--- src/rtl/spiCmdPkg.sv ---
package spiCmdPkg;
  localparam int OP_W = 2;

  typedef enum logic [OP_W-1:0] {
    OP_IDLE  = 2'b00,
    OP_WRITE = 2'b01,
    OP_ACQ   = 2'b10,
    OP_CFGRD = 2'b11
  } opcode_e;

  // strobes from control to datapath, one local-clock wide
  typedef struct packed {
    logic clearAll;
    logic shiftIn;
    logic shiftOut;
    logic loadAcq;
    logic loadCfg;
    logic commitCfg;
  } strobes_t;
endpackage

--- src/rtl/spiSync.sv ---
module spiSync #(
  parameter int STAGES = 2
) (
  input  logic clk,
  input  logic rstN,
  input  logic sclkIn,
  input  logic csNIn,
  input  logic mosiIn,
  output logic sclkRise,
  output logic sclkFall,
  output logic csIdle,
  output logic mosiS
);
  localparam int NL = 3;
  localparam int L_MOSI = 0;
  localparam int L_SCLK = 1;
  localparam int L_CS   = 2;

  logic [NL-1:0] rawIn;
  logic [NL-1:0] rstVal;
  logic [STAGES:0] pipe [NL];

  assign rawIn  = {csNIn, sclkIn, mosiIn};
  assign rstVal = 3'b100;  // select idles high

  for (genvar g = 0; g < NL; g++) begin : gLine
    always_ff @(posedge clk or negedge rstN) begin
      if (!rstN) pipe[g] <= {(STAGES+1){rstVal[g]}};
      else       pipe[g] <= {pipe[g][STAGES-1:0], rawIn[g]};
    end
  end

  assign sclkRise = pipe[L_SCLK][STAGES-1] & ~pipe[L_SCLK][STAGES];
  assign sclkFall = ~pipe[L_SCLK][STAGES-1] & pipe[L_SCLK][STAGES];
  assign csIdle   = pipe[L_CS][STAGES-1];
  assign mosiS    = pipe[L_MOSI][STAGES-1];
endmodule

--- src/rtl/spiCtrl.sv ---
module spiCtrl
  import spiCmdPkg::*;
#(
  parameter int FRAME_W = 22
) (
  input  logic     clk,
  input  logic     rstN,
  input  logic     sclkRise,
  input  logic     sclkFall,
  input  logic     csIdle,
  input  logic     mosiS,
  output strobes_t strb
);
  localparam int CNT_W = $clog2(FRAME_W + 1);
  localparam logic [CNT_W-1:0] OP_LAST  = CNT_W'(OP_W - 1);
  localparam logic [CNT_W-1:0] FR_LAST  = CNT_W'(FRAME_W - 1);
  localparam logic [CNT_W-1:0] FR_FULL  = CNT_W'(FRAME_W);

  logic [CNT_W-1:0] bitCnt;
  logic [OP_W-1:0]  opShift;
  opcode_e          opReg;
  opcode_e          opNow;
  logic             risePhase;
  logic             opDone;

  assign opNow     = opcode_e'({opShift[OP_W-2:0], mosiS});
  assign risePhase = !csIdle && sclkRise;
  assign opDone    = risePhase && (bitCnt == OP_LAST);

  always_comb begin
    strb           = '0;
    strb.clearAll  = csIdle;
    strb.shiftIn   = risePhase;
    strb.shiftOut  = !csIdle && sclkFall;
    strb.loadAcq   = opDone && (opNow == OP_ACQ);
    strb.loadCfg   = opDone && (opNow == OP_CFGRD);
    strb.commitCfg = risePhase && (bitCnt == FR_LAST) && (opReg == OP_WRITE);
  end

  always_ff @(posedge clk or negedge rstN) begin
    if (!rstN) begin
      bitCnt  <= '0;
      opShift <= '0;
      opReg   <= OP_IDLE;
    end else if (csIdle) begin
      bitCnt  <= '0;
      opShift <= '0;
      opReg   <= OP_IDLE;
    end else if (risePhase) begin
      if (bitCnt != FR_FULL) bitCnt <= bitCnt + 1'b1;
      if (bitCnt < CNT_W'(OP_W)) opShift <= {opShift[OP_W-2:0], mosiS};
      if (opDone) opReg <= opNow;
    end
  end
endmodule

--- src/rtl/spiDatapath.sv ---
module spiDatapath
  import spiCmdPkg::*;
#(
  parameter int CFG_W    = 20,
  parameter int SAMPLE_W = 20,
  parameter int PAR_W    = 16,
  parameter int ECC_BIT  = 0
) (
  input  logic                clk,
  input  logic                rstN,
  input  strobes_t            strb,
  input  logic                mosiS,
  input  logic                firstChan,
  input  logic [SAMPLE_W-1:0] sampleIn,
  input  logic [PAR_W-1:0]    parityIn,
  output logic                miso,
  output logic [CFG_W-1:0]    cfgQ
);
  localparam int PKT_W = 2 + SAMPLE_W + PAR_W;
  localparam int TX_W  = (PKT_W > CFG_W) ? PKT_W : CFG_W;

  logic [CFG_W-1:0] rxShift;
  logic [TX_W-1:0]  txShift;
  logic [PKT_W-1:0] acqWord;
  logic             eccOn;
  logic             misoQ;

  assign eccOn   = cfgQ[ECC_BIT];
  assign acqWord = {firstChan, eccOn, sampleIn, eccOn ? parityIn : {PAR_W{1'b0}}};

  always_ff @(posedge clk or negedge rstN) begin
    if (!rstN) begin
      rxShift <= '0;
      cfgQ    <= '0;
    end else begin
      if (strb.clearAll)     rxShift <= '0;
      else if (strb.shiftIn) rxShift <= {rxShift[CFG_W-2:0], mosiS};
      if (strb.commitCfg)    cfgQ    <= {rxShift[CFG_W-2:0], mosiS};
    end
  end

  always_ff @(posedge clk or negedge rstN) begin
    if (!rstN) begin
      txShift <= '0;
      misoQ   <= 1'b0;
    end else if (strb.clearAll) begin
      txShift <= '0;
      misoQ   <= 1'b0;
    end else if (strb.loadAcq) begin
      txShift <= TX_W'(acqWord) << (TX_W - PKT_W);
    end else if (strb.loadCfg) begin
      txShift <= TX_W'(cfgQ) << (TX_W - CFG_W);
    end else if (strb.shiftOut) begin
      misoQ   <= txShift[TX_W-1];
      txShift <= txShift << 1;
    end
  end

  assign miso = misoQ;
endmodule

--- src/rtl/spiCmdSlave.sv ---
module spiCmdSlave
  import spiCmdPkg::*;
#(
  parameter int CFG_W       = 20,
  parameter int SAMPLE_W    = 20,
  parameter int PAR_W       = 16,
  parameter int GAIN_W      = 4,
  parameter int ECC_BIT     = 0,
  parameter int SEL_BIT     = 1,
  parameter int GAIN_LSB    = 2,
  parameter int SYNC_STAGES = 2
) (
  input  logic                clk,
  input  logic                rstN,
  input  logic                sclk,
  input  logic                csN,
  input  logic                mosi,
  output logic                miso,
  input  logic                firstChan,
  input  logic [SAMPLE_W-1:0] sampleIn,
  input  logic [PAR_W-1:0]    parityIn,
  output logic                eccEnable,
  output logic                muxEnable,
  output logic [GAIN_W-1:0]   gainCode
);
  localparam int FRAME_W = OP_W + CFG_W;

  logic             sclkRise;
  logic             sclkFall;
  logic             csIdle;
  logic             mosiS;
  strobes_t         strb;
  logic [CFG_W-1:0] cfgQ;

  spiSync #(.STAGES(SYNC_STAGES)) uSync (
    .clk(clk), .rstN(rstN), .sclkIn(sclk), .csNIn(csN), .mosiIn(mosi),
    .sclkRise(sclkRise), .sclkFall(sclkFall), .csIdle(csIdle), .mosiS(mosiS)
  );

  spiCtrl #(.FRAME_W(FRAME_W)) uCtrl (
    .clk(clk), .rstN(rstN), .sclkRise(sclkRise), .sclkFall(sclkFall),
    .csIdle(csIdle), .mosiS(mosiS), .strb(strb)
  );

  spiDatapath #(
    .CFG_W(CFG_W), .SAMPLE_W(SAMPLE_W), .PAR_W(PAR_W), .ECC_BIT(ECC_BIT)
  ) uData (
    .clk(clk), .rstN(rstN), .strb(strb), .mosiS(mosiS), .firstChan(firstChan),
    .sampleIn(sampleIn), .parityIn(parityIn), .miso(miso), .cfgQ(cfgQ)
  );

  // zero register means: no parity, selector running, unity gain
  assign eccEnable = cfgQ[ECC_BIT];
  assign muxEnable = ~cfgQ[SEL_BIT];
  assign gainCode  = cfgQ[GAIN_LSB +: GAIN_W];
endmodule

--- config.mk ---
export PLATFORM = sky130hd
export DESIGN_NAME = spiCmdSlave
export DESIGN_NICKNAME = d
export VERILOG_FILES = /design/src/rtl/spiCmdPkg.sv /design/src/rtl/spiSync.sv /design/src/rtl/spiCtrl.sv /design/src/rtl/spiDatapath.sv /design/src/rtl/spiCmdSlave.sv
export SDC_FILE = /design/constraint.sdc
export NUM_CORES = 1
export LEC_CHECK = 0
export ABC_AREA = 1
export BUFFER_PORTS_ARGS = -buffer_cell sky130_fd_sc_hd__buf_2
export CORE_MARGIN = 2
export CORE_UTILIZATION = 30
export DETAILED_ROUTE_END_ITERATION = 7
export SLEW_MARGIN = 10
export SYNTH_ARGS = -nofsm -noshare
export SYNTH_HDL_FRONTEND = slang
export SYNTH_HIERARCHICAL = 1
export SYNTH_SLANG_ARGS = --single-unit
--- constraint.sdc ---
create_clock -name clk -period 1.9 [get_ports clk]
set_input_delay 0.475 -clock clk [delete_from_list [all_inputs] [get_ports clk]]
set_output_delay 0.475 -clock clk [all_outputs]
set_load 0.1 [all_outputs]
**Word-level counts from Yosys, hierarchy flattened**

Cells that the tools add are included.

- Bits in registers: 93
- Input port bits: 42
- Output and inout bits: 7

- $add $sub $neg: 1
- Order comparisons: 1
- Equal/unequal tests: 8
- Mux-type cells: 20
- Bitwise operators: 5
- Reduce and logical (&&, ||, !) cells: 18

Operator list:

| operator | number |
|---|---|
| $mux W38 | 4 |
| $mux W19 | 2 |
| $mux W16 | 1 |
| $mux W5 | 3 |
| $reduce_bool A2 Y1 | 5 |
| $logic_and A1 B1 Y1 | 7 |
| $mux W1 | 7 |
| $mux W2 | 3 |
| $reduce_and A2 Y1 | 3 |
| $add A5 B1 Y5 const B | 1 |
| $eq A5 B1 Y1 const B | 1 |
| $eq A5 B5 Y1 const B | 1 |
| $lt A5 B2 Y1 const B | 1 |
| $ne A5 B5 Y1 const B | 1 |
| $eq A2 B2 Y1 const B | 2 |
| $ne A2 B1 Y1 const B | 2 |
| $reduce_bool A4 Y1 | 1 |
| $not A1 Y1 | 3 |
| $reduce_and A3 Y1 | 1 |
| $and A1 B1 Y1 | 2 |
| $eq A2 B1 Y1 const B | 1 |
| $logic_not A1 Y1 | 1 |

**Longest topological paths before layout**

- Word-level depth: 8
- Gate-level depth with buffers: 14
- Gate-level depth less buffers: 12

**By module**

Netlist, hierarchy kept.

By module, submodules not included:

| module | times used | cells each | area an instance (µm²) |
|---|---|---|---|
| spiDatapath | 1 | 504 | 3827.4 |
| spiCtrl | 1 | 74 | 550.5 |
| spiSync | 1 | 11 | 192.7 |
| spiCmdSlave | 1 | 1 | 3.8 |

**Worst setup path before layout**

OpenSTA, ideal clock, no wires.

- Path type: reg2reg
- Start: register uCtrl.bitCnt[1]
- End: register uData.txShift[10]
- Arrival time: 1.882 ns
- Required time: 1.835 ns
- Path slack: -0.047 ns
- Stages on the path, launching flop included: 12
- Buffers on the path: 1
- Period minus slack after synthesis: 1.947 ns
- Cells stage by stage: dfrtp_1 -> inv_1 -> ha_1 -> nand3_1 -> nor3_2 -> nand2_1 -> nor2_1 -> nor2_4 -> a21oi_4 -> buf_2 -> nand2_1 -> nand2_1

RTL lines:

| what | line | text |
|---|---|---|
| start, declared | spiCtrl.sv:19 | `logic [CNT_W-1:0] bitCnt;` |
| start signal, assigned | spiCtrl.sv:50 | `if (bitCnt != FR_FULL) bitCnt <= bitCnt + 1'b1;` |
| end signal, assigned | spiDatapath.sv:50 | `txShift <= TX_W'(acqWord) << (TX_W - PKT_W);` |
| end signal, assigned | spiDatapath.sv:52 | `txShift <= TX_W'(cfgQ) << (TX_W - CFG_W);` |
| end signal, assigned | spiDatapath.sv:55 | `txShift <= txShift << 1;` |
| end, declared | spiDatapath.sv:23 | `logic [TX_W-1:0] txShift;` |

==> results.toml <==
[setup_path]
path_class = "flop to flop"
worstReg2RegEnd = "uData/txShift[22]$_DFFE_PN0P_"
r2r_cells = 12
critical_path_arrival_ns = 2.20
r2r_start = "uCtrl/bitCnt[0]$_DFFE_PN0P_"
critPathLaunchType = "flop"
critPathLaunch = "uCtrl/bitCnt[0]$_DFFE_PN0P_"
crit_fanout = 10
ff2ff_setup_slack_ns = -0.03
end_kind = "flop"
required_ns = 2.16

[clock_tree]
clkSinkCount = 93
ctsHtreeMaxLevel = 3
hold_buffers = 0
clk_latency_ns = 0.34
cts_root_buf = "clkbuf_16"
cts.path.max_buffers = 2
cts_tree = "done"
cts_buffers = 9
clk_pin_slew_ns = 0.06

[place]
dp_hpwl_um = 6946
portBuffers = 48
placedInstanceArea_um2 = 5180
gp_congestion = 0.7748

[cells_and_area]
diodes = 0
syn2layout_area_growth_pct = 27.52
fin_area_um2 = 5833
fin_nets = 705
layout-drive-gt1-share_pct = 24.25
fill_cells = 1524

[timing]
rsz0062_at_grt = "true"
hold_viol = 0
fmax_ghz = 0.5174
setup_slack_ns = -0.03285
period_share_pct = 101.7
drv_slew = 0
layout_min_cycle_time_ns = 1.933
setup_viol = 12
fin_worst_skew_ns = 0.003200
tightest_slew_ns = 0.5215
max_slew_margin_pct = 65.20
holdWs_ns = 0.09808

[logic_synthesis]
synth.area.top_cells = "dfrtp_1 50%, nand2_1 17%, inv_1 5.6%"
yosys_most_used_dff = "dfrtp_1"
yosys_warnings = 6
synthTopCellsByCount = "205 x nand2_1, 91 x dfrtp_1, 68 x inv_1"
synth_top_area_cell = "dfrtp_1"
synth_nets = 635
syn_area_per_cell_um2 = 7.753
async_flop_share_pct = 100.0
synth_edf_count = 0
post-synth-top-count-cell = "nand2_1"
ys_seq_area_share_pct = 50.93
synthCells = 590
yosys.area.top_type_share_pct = 49.78
syn_area_um2 = 4574
synth_cell_types = 27
ys_seq_elements = 93

[global_routing]
grt_pass1_vias = 3557
grt_max_degree = 58
grt_use_total_pct = 13.37
grt_pass1_wl_um = 17480
antenna_found_initial = 0
grt.overflow.total = 0

[detailed_routing]
viasPerCell = 4.511
vias = 3843
first_pass_iters = 5
drtIter0Drc = 337
ant_nets = 0
drcViolationCount = 0
wl_per_cell_um = 12.71
wl_um = 10830

[power]
clkPwrFrac_pct = 43.9
leakagePower_nw = 2.953
switching_power_mw = 0.9371
peakVddDrop_mv = 0.6127
sw_frac_of_total_pct = 22.57
p_int_mw = 3.215
combPwrFrac_pct = 7.4
power_density_nw_per_um2 = 711.9
p_seq_share_pct = 48.8

[run_status]
status = "finished, violations left"
violations = "negative setup slack"

[die]
ioPinCount = 49
dieArea_um2 = 16250
die_y_um = 127.5
start_util_pct = 30.43
core_um2 = 15030
fp-row-count = 45
die-width_um = 127.5

[run]
cap_violations = 0

[worst_hold_path]
min_path_type = "input pin to async pin"
-- power by group through the flow --
stage                     combinational [mW]  clock, mW  sequential (mW)
after global placement                 0.267          0             2.06
after detailed placement               0.268          0             2.06
final                                  0.306       1.82             2.03
after floorplan                        0.115          0             2.06
after CTS                              0.273       1.86             2.02
after global routing                   0.343       1.94             2.03
-- kinds of logic after synthesis --
logic type / Yosys count / synth area share [%]
simple gates: 314 / 28.20
buf+inv: 103 / 9.983
flops: 93 / 50.93
compound gates: 68 / 7.850
mux: 9 / 2.216
fa+ha+maj: 3 / 0.8207
-- placed cells by master, fill, tap and decap left out --
cell,count
nand3_4,2
buf_4,26
dfrtp_1,91
a21oi_4,1
dfstp_2,2
ha_4,1
nor3_4,2
mux2_2,9
o21ai_2,7
nand2_4,2
o21ai_0,26
inv_2,5
clkbuf_8,2
nand3_1,26
clkbuf_1,1
o21ai_1,14
nand4_1,5
nand2_2,6
inv_1,66
inv_6,1
clkinvlp_4,4
nor2_4,5
buf_12,9
clkbuf_16,13
a21oi_1,20
ha_1,2
buf_6,1
nand3_2,11
bufinv_16,1
clkinvlp_2,1
nand2_1,199
buf_2,47
or2_2,3
nor2_1,53
-- sequential cells by signal (all words and copies together) (netlist names), 2 cells and up --
| register | cells |
|---|---|
| uSync/pipe | 5 |
| uCtrl/bitCnt | 5 |
| uCtrl/opReg | 2 |
| uData/txShift | 38 |
| uData/rxShift | 19 |
| uData/cfgQ | 20 |
-- metal layers --
| layer | vias to the layer above | part of all wire, % | track usage (%) |
|---|---|---|---|
| met4 | 0 | 2.1 | 4.654 |
| met5 | - | 0 | 0 |
| li1 | 1956 | - | - |
| met3 | 11 | 3.4 | 2.806 |
| met2 | 58 | 47 | 20.51 |
| met1 | 1818 | 48 | 18.80 |
-- cell type report --
cell class                      count  area (um2)  share of cell area, %
Timing Repair Buffer               87       721.9                  12.38
Multi-Input combinational cell    394        1949                  33.42
Timing Repair inverter              2       12.51                 0.2145
Inverter                           73       282.8                  4.848
Tap cell                          188       235.2                  4.033
Sequential cell                    93        2330                  39.94
Clock inverter                      3       45.04                 0.7722
Clock buffer                       12       256.5                  4.397
-- stage by stage --
step           util (%)  setup WS, ns  std cells  power [mW]  setup TNS, ns
2_1_floorplan         -       0.05102        590       2.180              0
3_3_place_gp      34.46      -0.09752        824       2.325         -1.124
3_5_place_dp      34.46       -0.1528        824       2.327         -2.587
4_1_cts           36.93       0.01488        843       4.159              0
5_1_grt           38.80       -0.1518        852       4.308         -4.460
6_report          38.80      -0.03285        852       4.153        -0.1581
-- worst max-delay path by stage --
stage	endpoint	slack, ns	depth (start not counted)
2_1_floorplan	uData/txShift[10]$_DFFE_PN0P_	0.05	11
3_3_place_gp	uData/txShift[36]$_DFFE_PN0P_	-0.1	11
3_5_place_dp	uData/txShift[22]$_DFFE_PN0P_	-0.15	10
4_1_cts	uData/txShift[18]$_DFFE_PN0P_	0.01	13
5_1_grt	uData/txShift[32]$_DFFE_PN0P_	-0.15	12
6_report	uData/txShift[22]$_DFFE_PN0P_	-0.03	12
-- critical path, cell delays in order, from the launching register on --
cell and delay [ns]:
dfrtp_1 0.42, ha_4 0.19, nand3_4 0.08, nor3_4 0.05
nand2_2 0.13, nor2_4 0.05, buf_12 0.14, nor2_4 0.25
nand3_4 0.13, inv_6 0.12, clkbuf_16 0.16, nand2_1 0.05
o21ai_1 0.07
-- repair_timing --
| action | in CTS | in global routing |
|---|---|---|
| pin swaps | 2 | 11 |
| setup endpoints to repair | 36 | 53 |
| buffers inserted | 3 | 4 |
| hold endpoints to repair | 0 | 0 |
| cloned | 1 | 5 |
| resized for setup | 12 | 34 |
Note: power is estimated with default switching activity, not from simulation.
